--- src/rtl/row_seq_pkg.sv ---
package row_seq_pkg;

    // Strobes issued inside one row period, in their order of appearance.
    typedef struct packed {
        logic samp1;
        logic samp2;
        logic cal;
        logic latch;
    } strobe_t;

    // True when pos lies inside the inclusive window [lo, hi].
    function automatic logic in_window(input int unsigned pos,
                                       input int unsigned lo,
                                       input int unsigned hi);
        return (pos >= lo) && (pos <= hi);
    endfunction

endpackage

--- src/rtl/rs_onehot_dec.sv ---
module rs_onehot_dec #(
    parameter int N = 58,
    parameter int W = 6
) (
    input  logic [W-1:0] idx,
    input  logic         valid,
    output logic [N-1:0] onehot
);

    // One comparator per output line; valid gates the whole vector.
    for (genvar i = 0; i < N; i++) begin : g_line
        assign onehot[i] = valid && (idx == W'(i));
    end

endmodule

--- src/rtl/rs_cycle_timer.sv ---
module rs_cycle_timer
    import row_seq_pkg::*;
#(
    parameter int CYC_PER_ROW = 32,
    parameter int S1_LO  = 2,
    parameter int S1_HI  = 9,
    parameter int S2_LO  = 14,
    parameter int S2_HI  = 21,
    parameter int CAL_LO = 22,
    parameter int CAL_HI = 25,
    parameter int LAT_LO = 27,
    parameter int LAT_HI = 28,
    localparam int CYC_W = (CYC_PER_ROW > 1) ? $clog2(CYC_PER_ROW) : 1
) (
    input  logic    clk,
    input  logic    rst,
    input  logic    en,
    output logic    act_o,
    output logic    row_end_o,
    output strobe_t strobe_o
);

    localparam logic [CYC_W-1:0] CYC_LAST = CYC_W'(CYC_PER_ROW - 1);

    typedef struct packed {
        logic             act;
        logic [CYC_W-1:0] cyc;
        strobe_t          stb;
    } tstate_t;

    tstate_t state_d, state_q;

    always_comb begin
        state_d = state_q;
        if (!en) begin
            state_d = '0;
        end else if (!state_q.act) begin
            // First enabled edge: enter row 0 at cycle 0.
            state_d.act = 1'b1;
            state_d.cyc = '0;
        end else if (state_q.cyc == CYC_LAST) begin
            state_d.cyc = '0;
        end else begin
            state_d.cyc = state_q.cyc + 1'b1;
        end

        // Strobes are registered from the next cycle value so that they
        // line up with the cycle count they belong to.
        state_d.stb.samp1 = state_d.act && in_window(32'(state_d.cyc), S1_LO,  S1_HI);
        state_d.stb.samp2 = state_d.act && in_window(32'(state_d.cyc), S2_LO,  S2_HI);
        state_d.stb.cal   = state_d.act && in_window(32'(state_d.cyc), CAL_LO, CAL_HI);
        state_d.stb.latch = state_d.act && in_window(32'(state_d.cyc), LAT_LO, LAT_HI);
    end

    always_ff @(posedge clk or posedge rst) begin
        if (rst) begin
            state_q <= '0;
        end else begin
            state_q <= state_d;
        end
    end

    assign act_o     = state_q.act;
    assign row_end_o = en && state_q.act && (state_q.cyc == CYC_LAST);
    assign strobe_o  = state_q.stb;

endmodule

--- src/rtl/rs_row_pointer.sv ---
module rs_row_pointer #(
    parameter int NUM_GROUPS     = 58,
    parameter int ROWS_PER_GROUP = 16,
    parameter int FRAME_W        = 16,
    localparam int GRP_W = (NUM_GROUPS > 1) ? $clog2(NUM_GROUPS) : 1,
    localparam int SUB_W = (ROWS_PER_GROUP > 1) ? $clog2(ROWS_PER_GROUP) : 1,
    localparam int ROW_W = (NUM_GROUPS * ROWS_PER_GROUP > 1) ?
                           $clog2(NUM_GROUPS * ROWS_PER_GROUP) : 1
) (
    input  logic               clk,
    input  logic               rst,
    input  logic               en,
    input  logic               advance,
    output logic [GRP_W-1:0]   grp_o,
    output logic [SUB_W-1:0]   sub_o,
    output logic [ROW_W-1:0]   row_o,
    output logic [FRAME_W-1:0] frame_o,
    output logic               frame_start_o
);

    localparam logic [GRP_W-1:0] GRP_LAST = GRP_W'(NUM_GROUPS - 1);
    localparam logic [SUB_W-1:0] SUB_LAST = SUB_W'(ROWS_PER_GROUP - 1);

    typedef struct packed {
        logic [GRP_W-1:0]   grp;
        logic [SUB_W-1:0]   sub;
        logic [ROW_W-1:0]   row;
        logic [FRAME_W-1:0] frame;
        logic               fs;
    } pstate_t;

    pstate_t ptr_d, ptr_q;
    logic    last_sub, last_grp;

    assign last_sub = (ptr_q.sub == SUB_LAST);
    assign last_grp = (ptr_q.grp == GRP_LAST);

    always_comb begin
        ptr_d    = ptr_q;
        ptr_d.fs = 1'b0;
        if (!en) begin
            ptr_d = '0;
        end else if (advance) begin
            if (last_sub) begin
                ptr_d.sub = '0;
                if (last_grp) begin
                    // End of frame: every level of the pointer wraps together.
                    ptr_d.grp   = '0;
                    ptr_d.row   = '0;
                    ptr_d.frame = ptr_q.frame + 1'b1;
                    ptr_d.fs    = 1'b1;
                end else begin
                    ptr_d.grp = ptr_q.grp + 1'b1;
                    ptr_d.row = ptr_q.row + 1'b1;
                end
            end else begin
                ptr_d.sub = ptr_q.sub + 1'b1;
                ptr_d.row = ptr_q.row + 1'b1;
            end
        end
    end

    always_ff @(posedge clk or posedge rst) begin
        if (rst) begin
            ptr_q <= '0;
        end else begin
            ptr_q <= ptr_d;
        end
    end

    assign grp_o         = ptr_q.grp;
    assign sub_o         = ptr_q.sub;
    assign row_o         = ptr_q.row;
    assign frame_o       = ptr_q.frame;
    assign frame_start_o = ptr_q.fs;

endmodule

--- src/rtl/row_seq_top.sv ---
module row_seq_top
    import row_seq_pkg::*;
#(
    parameter int NUM_GROUPS     = 58,
    parameter int ROWS_PER_GROUP = 16,
    parameter int CYC_PER_ROW    = 32,
    parameter int FRAME_W        = 16,
    localparam int GRP_W = (NUM_GROUPS > 1) ? $clog2(NUM_GROUPS) : 1,
    localparam int SUB_W = (ROWS_PER_GROUP > 1) ? $clog2(ROWS_PER_GROUP) : 1,
    localparam int ROW_W = (NUM_GROUPS * ROWS_PER_GROUP > 1) ?
                           $clog2(NUM_GROUPS * ROWS_PER_GROUP) : 1
) (
    input  logic                      clk,
    input  logic                      rst,
    input  logic                      en,
    output logic [NUM_GROUPS-1:0]     grp_sel,
    output logic [ROWS_PER_GROUP-1:0] row_sel,
    output logic                      cds_samp1,
    output logic                      cds_samp2,
    output logic                      disc_cal,
    output logic                      disc_latch,
    output logic [ROW_W-1:0]          row_idx,
    output logic [FRAME_W-1:0]        frame_idx,
    output logic                      frame_start
);

    logic             act;
    logic             row_end;
    strobe_t          stb;
    logic [GRP_W-1:0] grp;
    logic [SUB_W-1:0] sub;

    rs_cycle_timer #(
        .CYC_PER_ROW (CYC_PER_ROW)
    ) u_timer (
        .clk       (clk),
        .rst       (rst),
        .en        (en),
        .act_o     (act),
        .row_end_o (row_end),
        .strobe_o  (stb)
    );

    rs_row_pointer #(
        .NUM_GROUPS     (NUM_GROUPS),
        .ROWS_PER_GROUP (ROWS_PER_GROUP),
        .FRAME_W        (FRAME_W)
    ) u_ptr (
        .clk           (clk),
        .rst           (rst),
        .en            (en),
        .advance       (row_end),
        .grp_o         (grp),
        .sub_o         (sub),
        .row_o         (row_idx),
        .frame_o       (frame_idx),
        .frame_start_o (frame_start)
    );

    rs_onehot_dec #(
        .N (NUM_GROUPS),
        .W (GRP_W)
    ) u_grp_dec (
        .idx    (grp),
        .valid  (act),
        .onehot (grp_sel)
    );

    rs_onehot_dec #(
        .N (ROWS_PER_GROUP),
        .W (SUB_W)
    ) u_sub_dec (
        .idx    (sub),
        .valid  (act),
        .onehot (row_sel)
    );

    assign cds_samp1  = stb.samp1;
    assign cds_samp2  = stb.samp2;
    assign disc_cal   = stb.cal;
    assign disc_latch = stb.latch;

endmodule

--- config.mk ---
export PLATFORM = sky130hd
export DESIGN_NAME = row_seq_top
export DESIGN_NICKNAME = d
export VERILOG_FILES = /design/src/rtl/row_seq_pkg.sv /design/src/rtl/rs_onehot_dec.sv /design/src/rtl/rs_cycle_timer.sv /design/src/rtl/rs_row_pointer.sv /design/src/rtl/row_seq_top.sv
export SDC_FILE = /design/constraint.sdc
export NUM_CORES = 1
export LEC_CHECK = 0
export BUFFER_PORTS_ARGS = -buffer_cell sky130_fd_sc_hd__buf_2
export CORE_MARGIN = 3
export CORE_UTILIZATION = 25
export CTS_BUF_LIST = sky130_fd_sc_hd__clkbuf_8 sky130_fd_sc_hd__clkbuf_16
export DETAILED_ROUTE_END_ITERATION = 10
export GPL_TIMING_DRIVEN = 0
export PLACE_DENSITY_LB_ADDON = 0.12
export SYNTH_ARGS = -nofsm -noshare
export SYNTH_HDL_FRONTEND = slang
export SYNTH_SLANG_ARGS = --single-unit
--- constraint.sdc ---
create_clock -name clk -period 2.45 [get_ports clk]
set_input_delay 0.6125 -clock clk [delete_from_list [all_inputs] [get_ports clk]]
set_output_delay 0.6125 -clock clk [all_outputs]
set_load 0.01 [all_outputs]
==> qor.yml, run 1 <==
clock_network:
  cts_buffers: 5
  clock_path_buffers: 2
  cts.sinks: 47
  cts.clk_slew.worst_paths_ps: 70
  cts_root_buf: "clkbuf_16"
  ctsHoldBuffers: 0
  cts_max_level: 2
  cts_tree: "done"
  clk_latency_ps: 290
global_route:
  gr-total-overflow: 0
  met2_usage: 0.230
  grt-busiest-layer: "met2"
  grt_max_degree: 26
  antenna_found_initial: 0
  gr-usage-met1: 0.185
  grt_pass1_wl_um: 14700
  grt_pass1_vias: 2893
  grtUsageMet3: 0.0227
  grt_use_total: 0.136
die:
  die_x_um: 114
  coreArea_um2: 11200
  fp.dieArea_um2: 13100
  start_util: 0.263
  num_io_pins: 108
  die_h_um: 114
  rows: 38
worst_setup_path:
  cpMaxStageDelayCell: "or4_4"
  crit_top_cell: "or4_4"
  r2r_cells: 8
  reg2reg_from: "u_timer.state_q[4]$_DFF_PP0_"
  end_kind: "register"
  worst-r2r-setup-slack_ps: 90
  startpoint_type: "register"
  worstSetupEndpoint: "u_ptr.frame_o[11]$_DFFE_PP0P_"
  crit_fanout: 5
  crit_start: "u_timer.state_q[4]$_DFF_PP0_"
  max_stage_delay_ps: 560
  critPathKind: "register to register"
  reg2reg_to: "u_ptr.frame_o[11]$_DFFE_PP0P_"
  required_ps: 2670
  worstPathCellList: "ha_2 > and3_4 > ha_4 > nand3_4 > or4_4 > buf_6 > or4_4 > a21oi_2"
  cp_data_arrival_time_ps: 2580
route:
  routed_wl_um: 9130
  via_per_inst: 4.92
  vias: 3106
  wl_per_cell_um: 14.5
  post-route-drc-count: 0
  drt-initial-drc-count: 87
  ant_nets: 0
  first_pass_iters: 4
timing:
  setup_viol: 0
  relSlewSlack: 0.478
  fin_skew_ps: 10.1
  rsz0062_at_grt: "no"
  hold_violations: 0
  fmax_ghz: 0.424
  timing.final.crit_share: 0.962
  slew_viol_final: 0
  layout_min_cycle_time_ps: 2360
  worst_pin_slew_ps: 776
  fin_tns_setup_ps: 0
pwr:
  ir_drop_v: 0.000256
  leakage_nw: 1.90
  pwr_density_cell_nw_per_um2: 392
placed_design:
  portBuffers: 107
  place_hpwl_um: 6910
  globalplace.congestion: 0.792
  dpl.cell_count: 616
yosys:
  synth_area_um2: 2940
  synth_top_area_cell: "dfrtp_1"
  synth_edf_count: 0
  syn_inst: 368
  synth.distinct_cells: 45
  synthFlopType: "dfrtp_1"
  ys_seq_area_frac: 0.400
  synth_top_area_share: 0.400
  synth_seq_cells: 47
  yosys_warnings: 0
  synthArstFlopShare: 1.00
  synth.avg_cell_area_um2: 7.98
  netlist_top_cells_area: "dfrtp_1, nor2_1, nand2_1"
  synth_nets: 383
cells_and_area:
  antennaDiodeCount: 0
  layout.cells.non_filler: 631
  postLayoutCoreUtil: 0.355
  most-common-layout-cells: "buf_2, nor2_1, dfrtp_1"
  layout_commonest_cell: "buf_2"
  area_delta_synth_final_pct: 34.8
  final_nets: 505
  drive_above_1_share: 0.316
  nFillCells: 1188
run_status:
  outcome: "finished, final reports clean"
min_path:
  worstHoldPathType: "primary input to asynchronous set/reset pin"
job:
  maxCapViolCount: 0
timing repair:
action	CTS	global route
cloned	0	0
endpoints found under the setup margin	68	47
gates resized for setup	15	14
setup buffers	4	6
pin swaps	5	7
layout make-up:
class,count,area [um2],area share
buffer,17,88.8,0.0224
sequential,47,1180,0.298
timing repair buffer,118,631,0.159
clock inverter,3,23.8,0.00600
tap,140,175,0.0442
multi-input combinational,289,1690,0.428
inverter,12,45.0,0.0114
clock buffer,5,125,0.0316
state kept, by name, indices dropped and copies added, names as in the netlist:
register and flops:
u_timer.act_o 1, u_timer.strobe_o 4, u_ptr.grp_o 6, u_ptr.frame_start_o 1, u_ptr.sub_o 4, u_ptr.frame_o 16, u_ptr.row_o 10, u_timer.state_q 5
critical path, delay by kind of cell (launching register included):
family                   cells  cell delay, ps
flip-flops                   1             370
buffers and inverters        1             150
AO/OA/AOI/OAI                1             130
AND/OR/NAND/NOR              4            1290
adder cells (fa/ha/maj)      2             340
metrics by stage:
stage	instance area, um2	hold slack [ps]	setup slack [ps]	total power (W)
detailed placement	3670	505	-306	0.000863
global route	3960	396	3.23	0.00161
global placement	3650	496	-292	0.000859
floorplan	2940	469	122	0.000835
finish	3960	348	92.0	0.00155
CTS	3870	373	1.10	0.00158
cells in the mapped netlist, drive strengths merged, types with 3 or more instances:
| master | instances |
|---|---|
| buf | 3 |
| nand2b | 4 |
| a21o | 3 |
| a31oi | 7 |
| or3 | 5 |
| nand3b | 3 |
| ha | 12 |
| nor2b | 3 |
| a21oi | 18 |
| nor2 | 78 |
| clkbuf | 17 |
| dfrtp | 47 |
| nand4 | 5 |
| o311ai | 3 |
| or4 | 10 |
| o41ai | 3 |
| nand3 | 20 |
| nor3b | 5 |
| o31ai | 9 |
| xor2 | 4 |
| a32o | 3 |
| and2 | 6 |
| nor3 | 6 |
| and3 | 6 |
| o21ai | 17 |
| nand2 | 41 |
| inv | 11 |
layer usage:
layer,wire (um),part of all wire,vias up
li1,-,-,1548
met1,4220,0.46,1472
met2,4360,0.48,80
met3,480,0.053,6
met4,69,0.0076,0
met5,0,0,-
where the power goes:
part	switching [W]	internal, W
Sequential	0.00000356	0.000778
Clock	0.000320	0.000382
Combinational	0.0000495	0.0000183
logic make-up (layout without fill, tap and decap cells):
group	Yosys count	in the layout	share of synthesized area
buf+inv	32	155	0.0443
xor+xnor	6	6	0.0179
mux	2	2	0.00681
simple gates	199	199	0.327
flops	47	47	0.400
fa+ha+maj	12	12	0.0511
compound gates	70	70	0.153
how the worst min path moves through the flow:
stage	startpoint	slack, ps	cells after the start	to
global placement	u_ptr.row_o[8]$_DFFE_PP0P_	500	1	u_ptr.row_o[8]$_DFFE_PP0P_
finish	rst	350	2	u_timer.state_q[6]$_DFF_PP0_
detailed placement	u_ptr.row_o[8]$_DFFE_PP0P_	500	1	u_ptr.row_o[8]$_DFFE_PP0P_
global route	rst	400	2	u_timer.state_q[7]$_DFF_PP0_
CTS	rst	370	2	u_timer.state_q[5]$_DFF_PP0_
floorplan	u_timer.state_q[4]$_DFF_PP0_	470	1	u_timer.state_q[4]$_DFF_PP0_
Note: power is estimated with default switching activity, not from simulation.
==> run 2, diff against run 1 <==
clock period = 2.2 ns   (was 2.45 ns; I/O delays follow)
==> run 2 against run 1 <==
Via count up 1.6%. Clock power up 10%. Routed wire length up 2.6%. Sequential share of layout area down 1.8 points. Worst setup slack worse by 260 ps. Non-clock buffer count up 12. Critical endpoint unchanged. Register-to-register slack worse by 260 ps. Hold slack worse by 170 ps. Clock skew down 4.4 ps. Combinational power up 23%. Cell count up 1.9%. Design area up 6.6%. The run now ends with negative setup slack left.
==> qor.yml, run 2 (synthesis gave the netlist of run 1 again) <==
run_status:
  outcome: "complete, but fails checks"
  violations: "negative setup slack"
placed_design:
  globalplace.congestion: 0.795  # +0.35%
  place_area_um2: 3670  # +0.14%
  place_hpwl_um: 6800  # -1.5%
  portBuffers: 107  # unchanged
clock_network:
  clock_path_buffers: 2  # unchanged
  cts_root_buf: "clkbuf_16"
  cts_tree: "done"
  cts.clk_slew.worst_paths_ps: 70  # about the same
  ctsHoldBuffers: 0  # unchanged
  cts.sinks: 47  # unchanged
  cts_max_level: 2  # unchanged
  clk_latency_ps: 290  # about the same
  cts_buffers: 5  # unchanged
die:
  die_x_um: 114  # unchanged
  coreArea_um2: 11200  # unchanged
  num_io_pins: 108  # unchanged
  rows: 38  # unchanged
  fp.dieArea_um2: 13100  # unchanged
  die_h_um: 114  # unchanged
  start_util: 0.263  # unchanged
global_route:
  grt_pass1_vias: 2903  # +0.35%
  antenna_found_initial: 0  # unchanged
  gr-total-overflow: 0  # unchanged
  grt_pass1_wl_um: 14900  # +1.3%
  grt_use_total: 0.139  # +0.00224
  grt_max_degree: 39  # +50%
timing:
  relSlewSlack: 0.467  # -0.0109
  slew_viol_final: 0  # unchanged
  timing.final.crit_share: 1.08  # +0.113
  rsz0062_at_grt: "yes"
  fin_skew_ps: 5.72  # -4.37 ps
  layout_min_cycle_time_ps: 2370  # +7.25 ps
  fin_tns_setup_ps: -579  # -579 ps
  worst_pin_slew_ps: 793  # +16.7 ps
  setup_viol: 7  # +7
  fmax_ghz: 0.423  # -0.31%
  hold_ws_ps: 180  # -168 ps
  hold_violations: 0  # unchanged
  setup_ws_ps: -165  # -257 ps
worst_setup_path:
  required_ps: 2420  # -250 ps
  max_stage_delay_ps: 590  # +30 ps
  startpoint_type: "register"
  worst-r2r-setup-slack_ps: -170  # -260 ps
  worstPathCellList: "ha_2 > and3_4 > ha_4 > nand3_4 > or4_4 > buf_6 > or4_4 > a21oi_2"
  crit_top_cell: "or4_4"
  crit_fanout: 7  # +2
  cpMaxStageDelayCell: "or4_4"
  cp_top_family: "simple AND/OR/NAND/NOR gates"
  r2r_cells: 8  # unchanged
  critical_path_depth: 8  # unchanged
  critPathKind: "register to register"
  end_kind: "register"
  reg2reg_from: "u_timer.state_q[4]$_DFF_PP0_"
  reg2reg_to: "u_ptr.frame_o[11]$_DFFE_PP0P_"
  crit_buf_inv: 1  # unchanged
  cp_data_arrival_time_ps: 2580  # about the same
cells_and_area:
  largest_register_ffs: 16  # unchanged
  antennaDiodeCount: 0  # unchanged
  most-common-layout-cells: "buf_2, nor2_1, dfrtp_1"
  layout_commonest_cell: "buf_2"
  final_nets: 517  # +2.4%
  nFillCells: 1141  # -4.0%
  drive_above_1_share: 0.386  # +0.0700
  postLayoutCoreUtil: 0.378  # +0.0233
  area_delta_synth_final_pct: 43.7
  stdcell_area_um2: 4220  # +6.6%
job:
  maxCapViolCount: 0  # unchanged
route:
  wl_per_cell_um: 14.6  # +0.69%
  post-route-drc-count: 0  # unchanged
  via_per_inst: 4.91  # -0.29%
  first_pass_iters: 4  # unchanged
  ant_nets: 0  # unchanged
  vias: 3156  # +1.6%
  routed_wl_um: 9370  # +2.6%
  drt-initial-drc-count: 158  # +82%
pwr:
  ir_drop_v: 0.000253  # -1.1%
  pwr_density_cell_nw_per_um2: 409  # +4.4%
  leakage_nw: 2.00  # +5.5%
  design_power_total_w: 0.00173  # +11%
min_path:
  worstHoldPathType: "primary input to asynchronous set/reset pin"
[run 2: layout make-up]
| class | instances | area [um2] | share of cell area |
|---|---|---|---|
| Multi-Input combinational cell | 289 | 1810 | 0.430 |
| Sequential cell | 47 | 1180 | 0.280 |
| Timing Repair Buffer | 132 | 757 | 0.179 |
| Tap cell | 140 | 175 | 0.0415 |
| Clock buffer | 5 | 125 | 0.0296 |
| Buffer | 15 | 100 | 0.0237 |
| Inverter | 12 | 45.0 | 0.0107 |
| Clock inverter | 3 | 23.8 | 0.00563 |
[run 2: how the worst max path moves through the flow]
stage / endpoint / slack (ps) / from
after global placement: u_ptr.grp_o[3]$_DFFE_PP0P_ / -500 / u_timer.state_q[4]$_DFF_PP0_
after CTS: u_ptr.frame_o[11]$_DFFE_PP0P_ / -180 / u_timer.state_q[4]$_DFF_PP0_
final: u_ptr.frame_o[11]$_DFFE_PP0P_ / -170 / u_timer.state_q[4]$_DFF_PP0_
after floorplan: u_ptr.frame_o[11]$_DFFE_PP0P_ / -120 / u_timer.state_q[4]$_DFF_PP0_
after detailed placement: u_ptr.grp_o[2]$_DFFE_PP0P_ / -520 / u_timer.state_q[4]$_DFF_PP0_
after global routing: u_ptr.frame_o[11]$_DFFE_PP0P_ / -240 / u_timer.state_q[4]$_DFF_PP0_
[run 2: routing by layer]
layer,vias to the layer above,track usage,routed length (um)
li1,1569,-,-
met1,1480,0.193,4430
met2,100,0.225,4160
met3,7,0.0280,692
met4,0,0.0269,78
met5,-,0,0
[run 2: through the flow]
step | cells | setup slack (ps)
global route | 643 | -240
floorplan | 368 | -118
CTS | 632 | -181
global placement | 615 | -505
detailed placement | 616 | -518
finish | 643 | -165
[run 2: where the power goes]
group | leakage (nW) | switching [W] | internal (W)
Clock | 0.0664 | 0.000347 | 0.000425
Sequential | 0.647 | 0.00000314 | 0.000867
Combinational | 1.29 | 0.0000594 | 0.0000242
Total | 2.00 | 0.000410 | 0.00132
[run 2: what timing repair did]
item	CTS	global route
setup endpoints to repair	99	75
buffers inserted	11	12
gates resized for setup	31	36
cloned	0	1
pin swaps	19	12
